File: src/rtl/fbf_pkg.sv
package fbf_pkg;
   // strobe vector positions
   localparam int STB_CE = 0;
   localparam int STB_WE = 1;
   localparam int STB_OE = 2;
   localparam int STB_N  = 3;

   typedef enum logic [1:0] {
      IDSEL_MFR  = 2'b00,
      IDSEL_DEV  = 2'b01,
      IDSEL_PROT = 2'b10,
      IDSEL_NONE = 2'b11
   } idsel_e;

   function automatic logic write_pattern(input logic [STB_N-1:0] stb);
      return ~stb[STB_CE] & ~stb[STB_WE] & stb[STB_OE];
   endfunction
endpackage

File: src/rtl/fbf_strobe_filter.sv
module fbf_strobe_filter #(
   parameter int GLITCH_N = 3
) (
   input  logic clk,
   input  logic rst_n,
   input  logic pin_n,
   output logic sample_n,
   output logic filt_n
);
   localparam int CNT_W = (GLITCH_N < 2) ? 1 : $clog2(GLITCH_N);

   logic [CNT_W-1:0] run_cnt;

   always_ff @(posedge clk or negedge rst_n) begin
      if (!rst_n) begin
         sample_n <= 1'b1;
         filt_n   <= 1'b1;
         run_cnt  <= '0;
      end else begin
         sample_n <= pin_n;
         if (sample_n == filt_n) begin
            run_cnt <= '0;
         end else if (run_cnt == CNT_W'(GLITCH_N - 1)) begin
            filt_n  <= sample_n;
            run_cnt <= '0;
         end else begin
            run_cnt <= run_cnt + 1'b1;
         end
      end
   end

   AST_FILT_FOLLOWS_SAMPLE: assert property (@(posedge clk) disable iff (!rst_n)
      (filt_n != $past(filt_n)) |-> ($past(sample_n) == filt_n));
endmodule

File: src/rtl/fbf_write_qual.sv
module fbf_write_qual
   import fbf_pkg::*;
#(
   parameter int ADDR_W = 19,
   parameter int DATA_W = 8
) (
   input  logic              clk,
   input  logic              rst_n,
   input  logic [STB_N-1:0]  stb_filt,
   input  logic [STB_N-1:0]  stb_sample,
   input  logic              supply_ok,
   input  logic [ADDR_W-1:0] addr,
   input  logic [DATA_W-1:0] din,
   output logic              wr_valid,
   output logic [ADDR_W-1:0] wr_addr,
   output logic [DATA_W-1:0] wr_data
);
   logic active, raw_active;
   logic primed, armed, in_win;

   assign active     = write_pattern(stb_filt);
   assign raw_active = write_pattern(stb_sample);

   always_ff @(posedge clk or negedge rst_n) begin
      if (!rst_n) begin
         primed   <= 1'b0;
         armed    <= 1'b0;
         in_win   <= 1'b0;
         wr_valid <= 1'b0;
         wr_addr  <= '0;
         wr_data  <= '0;
      end else begin
         primed   <= 1'b1;
         wr_valid <= 1'b0;
         if (!supply_ok) begin
            armed  <= 1'b0;
            in_win <= 1'b0;
         end else begin
            if (primed && !active && !raw_active) armed <= 1'b1;
            if (active && !in_win && armed) begin
               in_win <= 1'b1;
               armed  <= 1'b0;
            end else if (in_win && !active) begin
               in_win   <= 1'b0;
               wr_valid <= 1'b1;
               wr_addr  <= addr;
               wr_data  <= din;
            end
         end
      end
   end

   AST_WR_SINGLE_CYCLE: assert property (@(posedge clk) disable iff (!rst_n)
      wr_valid |=> !wr_valid);
   AST_WR_NEEDS_SUPPLY: assert property (@(posedge clk) disable iff (!rst_n)
      wr_valid |-> $past(supply_ok));
endmodule

File: src/rtl/fbf_id_read.sv
module fbf_id_read
   import fbf_pkg::*;
#(
   parameter int             DATA_W   = 8,
   parameter int             SECT_W   = 3,
   parameter logic [DATA_W-1:0] MFR_CODE = 8'h01,
   parameter logic [DATA_W-1:0] DEV_CODE = 8'hA4
) (
   input  logic                clk,
   input  logic                rst_n,
   input  logic                id_mode,
   input  logic                a6,
   input  logic [1:0]          a_lo,
   input  logic [SECT_W-1:0]   sect_sel,
   input  logic [(1<<SECT_W)-1:0] sect_prot,
   input  logic [DATA_W-1:0]   array_rdata,
   output logic [DATA_W-1:0]   rdata
);
   idsel_e            sel;
   logic [DATA_W-1:0] id_word;

   always_comb begin
      sel = a6 ? IDSEL_NONE : idsel_e'(a_lo);
      unique case (sel)
         IDSEL_MFR:  id_word = MFR_CODE;
         IDSEL_DEV:  id_word = DEV_CODE;
         IDSEL_PROT: id_word = {{(DATA_W-1){1'b0}}, sect_prot[sect_sel]};
         default:    id_word = '0;
      endcase
   end

   always_ff @(posedge clk or negedge rst_n) begin
      if (!rst_n) rdata <= '0;
      else        rdata <= id_mode ? id_word : array_rdata;
   end

   AST_ID_MFR: assert property (@(posedge clk) disable iff (!rst_n)
      (id_mode && !a6 && a_lo == 2'b00) |=> (rdata == MFR_CODE));
   AST_ID_DEV: assert property (@(posedge clk) disable iff (!rst_n)
      (id_mode && !a6 && a_lo == 2'b01) |=> (rdata == DEV_CODE));
   AST_ARRAY_PASS: assert property (@(posedge clk) disable iff (!rst_n)
      !id_mode |=> (rdata == $past(array_rdata)));
endmodule

File: src/rtl/flash_bus_front.sv
module flash_bus_front
   import fbf_pkg::*;
#(
   parameter int ADDR_W   = 19,
   parameter int DATA_W   = 8,
   parameter int SECT_W   = 3,
   parameter int GLITCH_N = 3,
   parameter logic [DATA_W-1:0] MFR_CODE = 8'h01,
   parameter logic [DATA_W-1:0] DEV_CODE = 8'hA4
) (
   input  logic              clk,
   input  logic              rst_n,
   input  logic              ce_n,
   input  logic              we_n,
   input  logic              oe_n,
   input  logic [ADDR_W-1:0] addr,
   input  logic [DATA_W-1:0] din,
   input  logic              supply_ok,
   input  logic [(1<<SECT_W)-1:0] sect_prot,
   input  logic              id_enter,
   input  logic              read_reset,
   input  logic [DATA_W-1:0] array_rdata,
   output logic              wr_valid,
   output logic [ADDR_W-1:0] wr_addr,
   output logic [DATA_W-1:0] wr_data,
   output logic [DATA_W-1:0] rdata
);
   localparam int SECT_LSB = ADDR_W - SECT_W;

   generate
      if (GLITCH_N < 1)       begin : g_chk_glitch $error("GLITCH_N must be at least 1"); end
      if (SECT_W < 1 || SECT_LSB < 7) begin : g_chk_sect $error("sector bits overlap identifier bits"); end
      if (DATA_W < 2)         begin : g_chk_data $error("DATA_W too small"); end
   endgenerate

   logic [STB_N-1:0] pins_n, stb_sample, stb_filt;
   logic             id_mode;

   assign pins_n[STB_CE] = ce_n;
   assign pins_n[STB_WE] = we_n;
   assign pins_n[STB_OE] = oe_n;

   for (genvar gi = 0; gi < STB_N; gi++) begin : g_filt
      fbf_strobe_filter #(.GLITCH_N(GLITCH_N)) u_filt (
         .clk      (clk),
         .rst_n    (rst_n),
         .pin_n    (pins_n[gi]),
         .sample_n (stb_sample[gi]),
         .filt_n   (stb_filt[gi])
      );
   end

   fbf_write_qual #(.ADDR_W(ADDR_W), .DATA_W(DATA_W)) u_wq (
      .clk        (clk),
      .rst_n      (rst_n),
      .stb_filt   (stb_filt),
      .stb_sample (stb_sample),
      .supply_ok  (supply_ok),
      .addr       (addr),
      .din        (din),
      .wr_valid   (wr_valid),
      .wr_addr    (wr_addr),
      .wr_data    (wr_data)
   );

   always_ff @(posedge clk or negedge rst_n) begin
      if (!rst_n)           id_mode <= 1'b0;
      else if (!supply_ok)  id_mode <= 1'b0;
      else if (read_reset)  id_mode <= 1'b0;
      else if (id_enter)    id_mode <= 1'b1;
   end

   fbf_id_read #(
      .DATA_W(DATA_W), .SECT_W(SECT_W),
      .MFR_CODE(MFR_CODE), .DEV_CODE(DEV_CODE)
   ) u_rd (
      .clk         (clk),
      .rst_n       (rst_n),
      .id_mode     (id_mode),
      .a6          (addr[6]),
      .a_lo        (addr[1:0]),
      .sect_sel    (addr[ADDR_W-1:SECT_LSB]),
      .sect_prot   (sect_prot),
      .array_rdata (array_rdata),
      .rdata       (rdata)
   );

   AST_LOCKOUT_MODE: assert property (@(posedge clk) disable iff (!rst_n)
      !supply_ok |=> !id_mode);
   AST_RESET_WINS: assert property (@(posedge clk) disable iff (!rst_n)
      read_reset |=> !id_mode);
endmodule

File: config.mk
export PLATFORM = sky130hd
export DESIGN_NAME = flash_bus_front
export DESIGN_NICKNAME = d
export VERILOG_FILES = /design/src/rtl/fbf_pkg.sv /design/src/rtl/fbf_strobe_filter.sv /design/src/rtl/fbf_write_qual.sv /design/src/rtl/fbf_id_read.sv /design/src/rtl/flash_bus_front.sv
export SDC_FILE = /design/constraint.sdc
export NUM_CORES = 1
export LEC_CHECK = 0
export ABC_AREA = 1
export ABC_CLOCK_PERIOD_IN_PS = 1520
export BUFFER_PORTS_ARGS = -buffer_cell sky130_fd_sc_hd__buf_2
export CAP_MARGIN = 30
export CORE_MARGIN = 2
export CORE_UTILIZATION = 49
export CTS_BUF_LIST = sky130_fd_sc_hd__clkbuf_4 sky130_fd_sc_hd__clkbuf_8
export CTS_CLUSTER_DIAMETER = 150
export DETAILED_ROUTE_END_ITERATION = 6
export PLACE_DENSITY = 0.79
export RECOVER_POWER = 100
export SLEW_MARGIN = 20
export SYNTH_ARGS = -nofsm -noshare
export SYNTH_HDL_FRONTEND = slang
export SYNTH_SLANG_ARGS = --single-unit
File: constraint.sdc
create_clock -name clk -period 1.52 [get_ports clk]
set_clock_uncertainty 0.2 [all_clocks]
set_input_delay 0.076 -clock clk [delete_from_list [all_inputs] [get_ports clk]]
set_output_delay 0.076 -clock clk [all_outputs]
set_load 0.02 [all_outputs]
# Word level (Yosys, flattened, before mapping)
# Cells that the tools add are included.
dict set report word_totals {
  regBits 52
  inputBits 51
  out_inout_bits 36
  elab_cells 80
}
dict set report classes {
  add_sub_neg 3
  order_cmp 1
  n_eq_ne 11
  muxes 23
  bitwise_logic 12
  n_reduce_logical 13
}
# op count
set ops {}
lappend ops {{$pmux 8 s3} 1}
lappend ops {{$mux 2} 7}
lappend ops {{$mux 1} 13}
lappend ops {{$ne 3x1->1 const B} 3}
lappend ops {{$eq 2x2->1 const B} 4}
lappend ops {{$mux 8} 1}
lappend ops {{$not 1->1} 8}
lappend ops {{$add 2x1->2 const B} 3}
lappend ops {{$reduce_and 2->1} 3}
lappend ops {{$logic_and 1x1->1} 5}
lappend ops {{$and 1x1->1} 4}
lappend ops {{$lt 3x4->1 const B} 1}
lappend ops {{$bmux 1 s3} 1}
lappend ops {{$eq 1x1->1} 3}
lappend ops {{$logic_not 1->1} 3}
lappend ops {{$reduce_and 3->1} 1}
lappend ops {{$eq 2x1->1 const B} 1}
lappend ops {{$logic_not 2->1} 1}

# Logic depth before layout (Yosys ltp)
# Gate-level depths: netlist of the first run.
dict set report logic_depth {
  ltp_word 9
  mapped_depth 7
  depth_no_buf 7
}

# Cells and area by module
# Synthesis of the first run repeated with hierarchy kept, for this count alone.
dict set report hier_totals {
  hier_cells 244
  area_unflattened_um2 2113.3
}
# module instances cells_per_inst area_each_um2 seq_area_each_um2
set by_module_without_submodules {}
lappend by_module_without_submodules {fbf_write_qual 1 131 1216.2 775.7}
lappend by_module_without_submodules {fbf_strobe_filter 3 20 163.9 102.6}
lappend by_module_without_submodules {fbf_id_read 1 48 365.4 200.2}
lappend by_module_without_submodules {flash_bus_front 1 5 40.0 25.0}

# Worst setup path before layout of the first run
# Ideal clock, no wire load.
dict set report synth_path {
  path_type {reg2reg}
  startpoint {reg g_filt[1].u_filt.filt_n}
  endpoint {reg u_wq.wr_addr[18]}
  setup_time_ns 0.121
  arrival_ns 1.036
  required_time_ns 1.199
  setup_slack_ns 0.163
  path_stages_with_launch 7
  path_buffers 1
  synth_period_minus_slack_ns 1.357
  path_cell_list {dfstp_2 -> inv_2 -> nand3_2 -> nand3_4 -> buf_4 -> nand2_1 -> o21ai_1}
}
dict set report synth_between {
  elab_chain_len 7
  elab_cells_between_ends 9
  classes_between {bitwise: 4; reduce/logical: 5}
}
# element line
set synth_rtl {}
lappend synth_rtl {{from (decl)} fbf_strobe_filter.sv:8} ;# output logic filt_n
lappend synth_rtl {{from (signal assigned)} fbf_strobe_filter.sv:24} ;# filt_n <= sample_n;
lappend synth_rtl {{$not 1->1 (*)} fbf_pkg.sv:16} ;# return ~stb[STB_CE] & ~stb[STB_WE] & stb[STB_OE];
lappend synth_rtl {{$and 1x1->1 (*) (2 in a row)} fbf_pkg.sv:16}
lappend synth_rtl {{$logic_and 1x1->1 (2 in a row)} fbf_write_qual.sv:40} ;# if (active && !in_win && armed) begin
lappend synth_rtl {{$not 1->1 (no source line)} --}
lappend synth_rtl {{$reduce_and 3->1 (no source line) (*)} --}
lappend synth_rtl {{to (signal assigned)} fbf_write_qual.sv:46} ;# wr_addr <= addr;
lappend synth_rtl {{to (decl)} fbf_write_qual.sv:15} ;# output logic [ADDR_W-1:0] wr_addr,
# Every way passes the cells marked *; elsewhere a longest branch is shown, timed or not.
# A chain may end at the register's enable or synchronous reset.

# Worst setup path in the final report of the first run
dict set report layout_path {
  startpoint {reg g_filt[0].u_filt.filt_n}
  endpoint {reg u_wq.wr_addr[1]}
}
dict set report layout_between {
  elab_chain_len 7
  elab_cells_between_ends 9
  classes_between {bitwise: 4; reduce/logical: 5}
}
# element line
set layout_rtl {}
lappend layout_rtl {{from (decl)} fbf_strobe_filter.sv:8}
lappend layout_rtl {{from (signal assigned)} fbf_strobe_filter.sv:24}
lappend layout_rtl {{$not 1->1 (*)} fbf_pkg.sv:16}
lappend layout_rtl {{$and 1x1->1 (*) (2 in a row)} fbf_pkg.sv:16}
lappend layout_rtl {{$logic_and 1x1->1 (2 in a row)} fbf_write_qual.sv:40}
lappend layout_rtl {{$not 1->1 (no source line)} --}
lappend layout_rtl {{$reduce_and 3->1 (no source line) (*)} --}
# Marks and branches as above.

==> results of run 1 <==
-- where the power goes --
| part | internal [mW] | leakage [nW] | switching (mW) |
|---|---|---|---|
| Sequential | 1.85 | 0.670 | 0.273 |
| Clock | 0.487 | 0.0541 | 0.453 |
| Combinational | 0.613 | 1.02 | 0.934 |
-- critical path, delay by kind of cell, from the launching register on --
kind	cells	cell delay [ns]
flops	1	0.56
buf+inv	2	0.27
simple gates	3	0.30
compound gates	1	0.06
-- through the flow --
stage | instance area (um2) | setup slack, ns
after floorplan | 2010 | 0.163
after global placement | 2500 | 0.144
after detailed placement | 2500 | 0.0875
after CTS | 3030 | 0.0678
after global routing | 3090 | -0.0263
final | 3090 | 0.0249
-- layout make-up --
class                      instances  area share
clock buffer                       5      0.0223
timing repair buffer             133       0.303
sequential                        52       0.423
multi-input combinational        135       0.192
clock inverter                     3      0.0138
inverter                          20      0.0259
tap                               50      0.0202
-- synthesized netlist by cell type --
master / number / area (um2)
nand2_1: 94 / 353
dfrtp_1: 46 / 1150
inv_1: 18 / 67.6
nand3_1: 8 / 40.0
nor3_1: 8 / 40.0
nor2_1: 7 / 26.3
dfstp_2: 6 / 158
o21ai_1: 5 / 25.0
o21ai_0: 4 / 20.0
buf_4: 3 / 22.5
xnor2_1: 3 / 26.3
buf_6: 2 / 22.5
a21oi_1: 1 / 5.00
conb_1: 1 / 3.75
inv_2: 1 / 3.75
inv_4: 1 / 6.26
mux2i_1: 1 / 10.0
nand3_2: 1 / 10.0
nand3_4: 1 / 17.5
nand4_1: 1 / 6.26
-- worst paths after layout --
kind	from	end	cells after the start
min	sect_prot[0]	u_rd.rdata[0]$_DFF_PN0_	7
max reg2reg	g_filt[0].u_filt.filt_n$_DFFE_PN1P_	u_wq.wr_addr[1]$_DFFE_PN0P_	6
max in group asynchronous	rst_n	u_rd.rdata[1]$_DFF_PN0_	3
min reg2reg	g_filt[0].u_filt.run_cnt[0]$_DFF_PN0_	g_filt[0].u_filt.run_cnt[0]$_DFF_PN0_	1
max	g_filt[0].u_filt.filt_n$_DFFE_PN1P_	u_wq.wr_addr[1]$_DFFE_PN0P_	6
min in group asynchronous	rst_n	u_wq.wr_addr[14]$_DFFE_PN0P_	3
-- kinds of logic (layout without fill, tap and decap cells) --
logic type                after synthesis  count (layout)  share of synthesized area
other                                   1               1                    0.00186
xor gates and xnor gates                3               3                     0.0130
DFF                                    52              52                      0.650
muxes                                   1               1                    0.00497
and+or+nand+nor                       120             120                      0.245
AOI/OAI and AO/OA                      10              10                     0.0248
buffers and inverters                  25             161                     0.0609
-- flip-flops by register name, indices dropped and copies added (netlist names) --
register                cells
id_mode                     1
g_filt.u_filt.sample_n      3
g_filt.u_filt.filt_n        3
u_wq.wr_addr               19
u_wq.in_win                 1
u_wq.primed                 1
g_filt.u_filt.run_cnt       6
u_wq.wr_data                8
u_wq.armed                  1
u_rd.rdata                  8
u_wq.wr_valid               1
-- repair_timing --
action	4_1_cts	5_1_grt
endpoints found under the setup margin	0	13
hold buffers	42	0
endpoints found under the hold margin	94	0
resized for setup	0	4
setup buffers	0	1
-- metal layers --
metal / track usage / vias to the layer above
met5: 0 / -
met4: 0.0900 / 0
met3: 0.0280 / 8
met2: 0.413 / 61
met1: 0.270 / 888
li1: - / 918
==> results.json, run 1 <==
{
  "place.gp.congestion": 0.755,
  "synth_fp_nets": 263,
  "finalNetCount": 398,
  "cell_with_the_biggest_individual_delay_on_the_critical_path": "dfstp_2",
  "critical_path.max_stage_delay_ns": 0.56,
  "hpwlAfterDp_um": 2950,
  "die_outline_area_mm2": 0.00464,
  "dr_total_vias": 1875,
  "cp_data_required_time_ns": 1.52,
  "met2_wirelength_um": 2840,
  "netlist-cell-type-count": 20,
  "powerDensity_mw_per_mm2": 1490,
  "maxCapViolCount": 0,
  "clock_sink_count": 52,
  "antenna_left": 0,
  "insertion_delay_ns": 0.31,
  "timing.hold.ws_ns": -0.00103,
  "holdCritPathClass": "in2reg",
  "synth.yosys.seq_area_share": 0.650,
  "mostFrequentLayoutCell": "nand2_1",
  "die_w_um": 68.1,
  "antenna_found_initial": 0,
  "post_layout_utilization_of_the_core": 0.779,
  "most-common-layout-cells": "93 x nand2_1, 86 x buf_2, 46 x dfrtp_1",
  "rsz0062_at_grt": "yes",
  "seqCellArea_mm2": 0.00131,
  "effective_utilization_at_floorplan": 0.507,
  "worst_pin_slew_ns": 0.689,
  "maxUsedRoutingLayer": "met4",
  "failed_checks": "hold timing",
  "finalHoldViolations": 1,
  "clk_path_buf_depth": 2,
  "synth.cell_area_mm2": 0.00201,
  "per_instance_average_area_after_synthesis_um2": 9.50,
  "post_synth_inst_count": 212,
  "die_h_um": 68.1,
  "drc": 0,
  "max_slew_margin": 0.540,
  "grt_pass1_wl_um": 7630,
  "routedWlPerCell_um": 13.3,
  "dp_cells": 345,
  "firstDrtPassIters": 4,
  "wl_met3_um": 216,
  "cpMostUsedCell": "nand3_4",
  "grt_max_degree": 53,
  "cts_tree": "yes",
  "post_synthesis_register_bit_count": 52,
  "final_max_slew_viol_count": 0,
  "ir_worst_vdd_v": 0.000887,
  "crit_chain": "inv_2, nand3_4, nand3_4, clkbuf_16, nand2_1, o21ai_1",
  "r2r_setup_slack_ns": 0.02,
  "critPathKind": "reg2reg",
  "timing.fmax_mhz": 669,
  "grt_use_total": 0.227,
  "numPortBuffers": 86,
  "multi_input_area_um2": 593,
  "post_route_cells_drive_above_1_share": 0.319,
  "clkSlewWorstSetupHoldPaths_ns": 0.09,
  "cts_inserted_buffers": 5,
  "p_leak_nw": 1.75,
  "floorplan.io_pins": 87,
  "synth-warning-count": 0,
  "worst_setup_path_start_kind": "register",
  "globalRoute.totalOverflow": 0,
  "finish.cell_count_without_fillers": 398,
  "drt-total-wl_um": 5280,
  "area_growth_syn_to_layout_pct": 53.5,
  "fin_total_pwr_mw": 4.61,
  "min_period_over_period": 0.984,
  "met1Wirelength_um": 2150,
  "h_tree_level_count": 2,
  "placeable_core_area_mm2": 0.00397,
  "worst_setup_path_end_kind": "register",
  "outcome": "finished with violations",
  "critical_path_arrival_ns": 1.50,
  "ctsRootBufferMaster": "clkbuf_8",
  "floorplan.rows": 23,
  "first_global_vias": 1758,
  "routed_via_density": 4.71,
  "final-setup-viol-count": 0,
  "timing.critical_path.fanout_max": 16,
  "fin_crit_ns": 1.50,
  "totalNegativeSetupSlack_ns": 0,
  "diodes": 0,
  "initialDrtViolationCount": 113,
  "layout_filler_cell_count": 266
}
(Power assumes the default switching activity.)
==> inputs of run 2 (changes only) <==
==> constraint.sdc (replaced) <==
create_clock -name clk -period 1.52 [get_ports clk]
set_clock_uncertainty 0.2 [all_clocks]
set_input_delay 0.304 -clock clk [delete_from_list [all_inputs] [get_ports clk]]
set_output_delay 0.304 -clock clk [all_outputs]
set_load 0.02 [all_outputs]
==> run 2 against run 1 <==
  * The flow now finishes without violations
  * Die area did not move
  * Global-route usage fell by 2.0 points
  * Maximum frequency rose by 3.9%
  * Utilization fell by 5.5 points
  * Sequential cell count did not move
  * Worst hold slack improved by 0.0060 ns
  * Worst setup slack improved by 0.057 ns
  * Critical path type unchanged
  * Critical endpoint is now u_wq.wr_addr[14]$_DFFE_PN0P_
==> results.json, run 2 (same netlist as run 1, synthesis figures left out) <==
{
  "outcome": "finished, final reports clean",
  "powerDensity_mw_per_mm2": 1510,
  "clkSlewWorstSetupHoldPaths_ns": 0.09,
  "floorplan.rows": 23,
  "top_flop_regs": "u_wq.wr_addr: 19 flops, u_rd.rdata: 8 flops, u_wq.wr_data: 8 flops",
  "r2r_setup_slack_ns": 0.08,
  "most-common-layout-cells": "94 x nand2_1, 86 x buf_2, 46 x dfrtp_1",
  "ir_worst_vdd_v": 0.000983,
  "finish.cell_count_without_fillers": 382,
  "ctsRootBufferMaster": "clkbuf_8",
  "dr_total_vias": 1776,
  "worst_pin_slew_ns": 0.660,
  "antenna_found_initial": 0,
  "clock_sink_count": 52,
  "critical_path_arrival_ns": 1.44,
  "dp_cells": 345,
  "effective_utilization_at_floorplan": 0.507,
  "area_growth_syn_to_layout_pct": 42.7,
  "grt_pass1_wl_um": 7040,
  "fin_total_pwr_mw": 4.34,
  "globalRoute.totalOverflow": 0,
  "combPwrFrac": 0.335,
  "rsz0062_at_grt": "yes",
  "routedWlPerCell_um": 11.5,
  "critPathKind": "reg2reg",
  "grt_max_degree": 53,
  "diodes": 0,
  "cts_inserted_buffers": 5,
  "switchingPower_mw": 1.57,
  "routed_via_density": 4.65,
  "numPortBuffers": 86,
  "die_w_um": 68.1,
  "grt_use_total": 0.207,
  "cp_data_required_time_ns": 1.52,
  "die_h_um": 68.1,
  "initialDrtViolationCount": 112,
  "h_tree_level_count": 2,
  "finalHoldViolations": 0,
  "min_period_over_period": 0.946,
  "timing.fmax_mhz": 695,
  "totalNegativeSetupSlack_ns": 0,
  "place.gp.congestion": 0.742,
  "design_internal_power_mw": 2.78,
  "first_global_vias": 1698,
  "p_leak_nw": 1.66,
  "final_max_slew_viol_count": 0,
  "antenna_left": 0,
  "critical_path.max_stage_delay_ns": 0.55,
  "finalNetCount": 382,
  "floorplan.io_pins": 87,
  "timing.critical_path.fanout_max": 32,
  "clk_path_buf_depth": 2,
  "die_outline_area_mm2": 0.00464,
  "share_clk_of_total_power": 0.180,
  "worst_setup_path_start_kind": "register",
  "cpMostUsedCell": "nand2_1",
  "holdCritPathClass": "in2reg",
  "drc": 0,
  "maxCapViolCount": 0,
  "cts_tree": "yes",
  "fin_crit_ns": 1.44,
  "layout_filler_cell_count": 318,
  "drt-total-wl_um": 4380,
  "hpwlAfterDp_um": 2880,
  "number_of_flip_flops_under_the_largest_register_name": 19,
  "post_route_cells_drive_above_1_share": 0.313,
  "placeable_core_area_mm2": 0.00397,
  "crit_chain": "inv_1, nand3_2, nand3_4, buf_12, nand2_1, nand2_1",
  "cell_with_the_biggest_individual_delay_on_the_critical_path": "dfstp_2",
  "mostFrequentLayoutCell": "nand2_1",
  "worst_setup_path_end_kind": "register",
  "final-setup-viol-count": 0,
  "largest-register": "u_wq.wr_addr",
  "power.share.switching": 0.361,
  "max_slew_margin": 0.560,
  "insertion_delay_ns": 0.30,
  "sequentialPowerShare": 0.484,
  "firstDrtPassIters": 4
}
==> run 2: cell count changes in the layout (fill, tap and decap cells not counted), moves of 2 or more <==
cell           previous run  this run
dfstp_2                   6         4
dfstp_1                   0         2
dlygate4sd3_1            42        29
clkbuf_16                 2         0
==> run 2: routing by layer <==
metal,global-route usage,vias to the layer above,routed length (um)
met3,0.0428,8,224
met4,0.0850,0,80
met2,0.380,51,2360
met5,0,-,0
li1,-,891,-
met1,0.232,826,1720
==> run 2: critical path, delay by kind of cell (launching register included) <==
| kind | cells | cell delay [ns] |
|---|---|---|
| buffers and inverters | 2 | 0.25 |
| DFF | 1 | 0.55 |
| and+or+nand+nor | 4 | 0.34 |
==> run 2: final timing paths <==
path / from / endpoint / cells past startpoint
min in group asynchronous: rst_n / u_wq.wr_addr[15]$_DFFE_PN0P_ / 3
worst max register to register: g_filt[0].u_filt.filt_n$_DFFE_PN1P_ / u_wq.wr_addr[14]$_DFFE_PN0P_ / 6
worst min register to register: g_filt[1].u_filt.run_cnt[0]$_DFF_PN0_ / g_filt[1].u_filt.run_cnt[0]$_DFF_PN0_ / 1
max in group asynchronous: rst_n / u_rd.rdata[3]$_DFF_PN0_ / 3
worst min-delay path: din[7] / u_wq.wr_data[7]$_DFFE_PN0P_ / 3
worst max-delay path: g_filt[0].u_filt.filt_n$_DFFE_PN1P_ / u_wq.wr_addr[14]$_DFFE_PN0P_ / 6
==> run 2: layout make-up <==
cell class              instances  area [um2]  area share
well taps                      50        62.6      0.0218
flip-flops and latches         52        1310       0.455
inverters                      20        80.1      0.0279
clock buffers                   6        82.6      0.0287
repair buffers                117         748       0.260
clock inverters                 2        10.0     0.00348
multi-input cells             135         583       0.203
==> run 2: what timing repair did <==
action                                  4_1_cts  5_1_grt
hold endpoints to repair                     74        0
hold buffers                                 29        0
buffers inserted                              0        0
resized for setup                             0        1
endpoints found under the setup margin        0        2
==> run 2: metrics by stage <==
stage,cell area [um2],util,worst slack [ns],hold slack [ns]
2_1_floorplan,2010,-,0.163,-0.192
3_3_place_gp,2500,0.630,0.141,0.110
3_5_place_dp,2500,0.630,0.0962,0.113
4_1_cts,2890,0.727,0.0869,0.000725
5_1_grt,2880,0.724,-0.00413,0.00644
6_report,2880,0.724,0.0815,0.00500
==> run 2: power groups by stage <==
stage	logic [mW]	clock network, mW	registers, mW
finish	1.46	0.782	2.10
global route	1.63	0.858	2.15
global placement	1.37	0	2.12
floorplan	0.485	0	2.50
CTS	1.47	0.814	2.10
detailed placement	1.41	0	2.12
==> inputs of run 3 (changes only) <==
- MAX_ROUTING_LAYER: not set -> met4
- TNS_END_PERCENT: not set -> 20
==> run 3 against run 2 <==
  * Non-clock buffer count unchanged
  * Critical path depth unchanged
  * Worst setup slack about the same
  * Clock power about the same
  * Maximum frequency barely moved
  * Wire length up 0.11%
  * Critical path type unchanged
  * Largest cell class unchanged
  * Largest power group unchanged
==> results.json, run 3 (same netlist as run 1, synthesis figures left out) <==
{
  "outcome": "finished, final reports clean",
  "top_flop_regs": "u_wq.wr_addr: 19 flops, u_rd.rdata: 8 flops, u_wq.wr_data: 8 flops",
  "effective_utilization_at_floorplan": 0.507,
  "dp_cells": 345,
  "drt-total-wl_um": 4390,
  "r2r_setup_slack_ns": 0.08,
  "worst_pin_slew_ns": 0.660,
  "drc": 0,
  "post_route_cells_drive_above_1_share": 0.313,
  "finalNetCount": 382,
  "final_instance_area_mm2": 0.00288,
  "timing.critical_path.from": "g_filt[0].u_filt.filt_n$_DFFE_PN1P_",
  "p_leak_nw": 1.66,
  "cts_tree": "yes",
  "grt_use_total": 0.213,
  "die_w_um": 68.1,
  "globalRouteMet1Util": 0.237,
  "grt_max_degree": 53,
  "hpwlAfterDp_um": 2880,
  "critPathKind": "reg2reg",
  "regToRegEndpoint": "u_wq.wr_addr[14]$_DFFE_PN0P_",
  "largest-register": "u_wq.wr_addr",
  "worst_setup_path_end_kind": "register",
  "globalRoute.totalOverflow": 0,
  "routed_via_density": 4.66,
  "worst_setup_path_start_kind": "register",
  "post-place-ws_ns": 0.0962,
  "die_h_um": 68.1,
  "most-common-layout-cells": "94 x nand2_1, 86 x buf_2, 46 x dfrtp_1",
  "antenna_left": 0,
  "first_global_vias": 1698,
  "finalHoldViolations": 0,
  "endpoint": "u_wq.wr_addr[14]$_DFFE_PN0P_",
  "min_period_over_period": 0.946,
  "mostFrequentLayoutCell": "nand2_1",
  "timing.critical_path.fanout_max": 32,
  "firstDrtPassIters": 4,
  "diodes": 0,
  "rr_startpoint": "g_filt[0].u_filt.filt_n$_DFFE_PN1P_",
  "placeable_core_area_mm2": 0.00397,
  "layout_filler_cell_count": 318,
  "maxCapViolCount": 0,
  "multi_input_area_um2": 583,
  "max_slew_margin": 0.560,
  "ir_worst_vdd_v": 0.000985,
  "routedWlPerCell_um": 11.5,
  "clk_path_buf_depth": 2,
  "clock_sink_count": 52,
  "global_route_met2_utilization": 0.380,
  "postPlaceCellArea_mm2": 0.00250,
  "cts_setup_buffers": 0,
  "rsz0062_at_grt": "yes",
  "initialDrtViolationCount": 111,
  "number_of_flip_flops_under_the_largest_register_name": 19,
  "antenna_found_initial": 0,
  "final_max_slew_viol_count": 0,
  "fin_crit_ns": 1.44,
  "clkSlewWorstSetupHoldPaths_ns": 0.09,
  "holdCritPathClass": "in2reg",
  "insertion_delay_ns": 0.30,
  "cp_data_required_time_ns": 1.52,
  "dr_total_vias": 1781,
  "die_outline_area_mm2": 0.00464,
  "finish.cell_count_without_fillers": 382,
  "floorplan.rows": 23,
  "final-setup-viol-count": 0,
  "timing.fmax_mhz": 695,
  "worst-r2r-cell-count": 6,
  "cts_inserted_buffers": 5,
  "postLayoutSetupSlackWorst_ns": 0.0817,
  "seqCellArea_mm2": 0.00131,
  "place.gp.congestion": 0.751,
  "critical_path_arrival_ns": 1.44,
  "area_growth_syn_to_layout_pct": 42.7,
  "most_congested_layer_reported_by_global_routing": "met2",
  "grt_pass1_wl_um": 7040,
  "ctsRootBufferMaster": "clkbuf_8",
  "h_tree_level_count": 2,
  "powerDensity_mw_per_mm2": 1510,
  "numPortBuffers": 86,
  "timing.hold.ws_ns": 0.00500,
  "use_met3": 0.0345,
  "floorplan.io_pins": 87
}
==> run 3: cell counts in the layout (fill, tap and decap cells not counted) <==
Identical to the previous run, type by type.
==> run 3: area by class of cell <==
cell class,instances,area share
Sequential cell,52,0.455
Tap cell,50,0.0218
Multi-Input combinational cell,135,0.203
Timing Repair Buffer,117,0.260
Inverter,20,0.0279
Clock buffer,6,0.0287
Clock inverter,2,0.00348
==> run 3: repair_timing <==
| action | 4_1_cts | 5_1_grt |
|---|---|---|
| hold endpoints to repair | 74 | 0 |
| gates resized for setup | 0 | 1 |
| hold buffers | 29 | 0 |
| setup endpoints to repair | 0 | 2 |
==> run 3: how the worst min path moves through the flow <==
stage / start / endpoint / depth (start not counted)
2_1_floorplan: rst_n / g_filt[0].u_filt.run_cnt[0]$_DFF_PN0_ / 0
3_3_place_gp: rst_n / u_wq.wr_addr[14]$_DFFE_PN0P_ / 2
3_5_place_dp: rst_n / u_wq.wr_addr[14]$_DFFE_PN0P_ / 2
4_1_cts: addr[10] / u_wq.wr_addr[10]$_DFFE_PN0P_ / 3
5_1_grt: addr[5] / u_wq.wr_addr[5]$_DFFE_PN0P_ / 3
6_report: din[7] / u_wq.wr_data[7]$_DFFE_PN0P_ / 3
==> run 3: layer usage <==
layer / vias up / wire (um) / share of wire
li1: 892 / - / -
met1: 830 / 1740 / 0.40
met2: 51 / 2370 / 0.54
met3: 8 / 201 / 0.046
met4: 0 / 80 / 0.018
met5: - / 0 / 0
==> run 3: where the power goes <==
group | internal, mW | total, mW | leakage [nW] | switching (mW)
Sequential | 1.85 | 2.10 | 0.669 | 0.255
Clock | 0.364 | 0.782 | 0.0510 | 0.419
Combinational | 0.564 | 1.46 | 0.936 | 0.894
==> run 3: stage by stage <==
step / total power, mW / utilization / TNS, ns
global route: 4.63 / 0.724 / -0.00413
global placement: 3.48 / 0.630 / 0
detailed placement: 3.53 / 0.630 / 0
floorplan: 2.98 / - / 0
finish: 4.34 / 0.724 / 0
CTS: 4.39 / 0.727 / 0
==> run 3: worst max-delay path: stages, from the launching register on <==
cell and delay [ns]:
dfstp_2 0.55, inv_1 0.06, nand3_2 0.10, nand3_4 0.11
buf_12 0.19, nand2_1 0.07, nand2_1 0.06
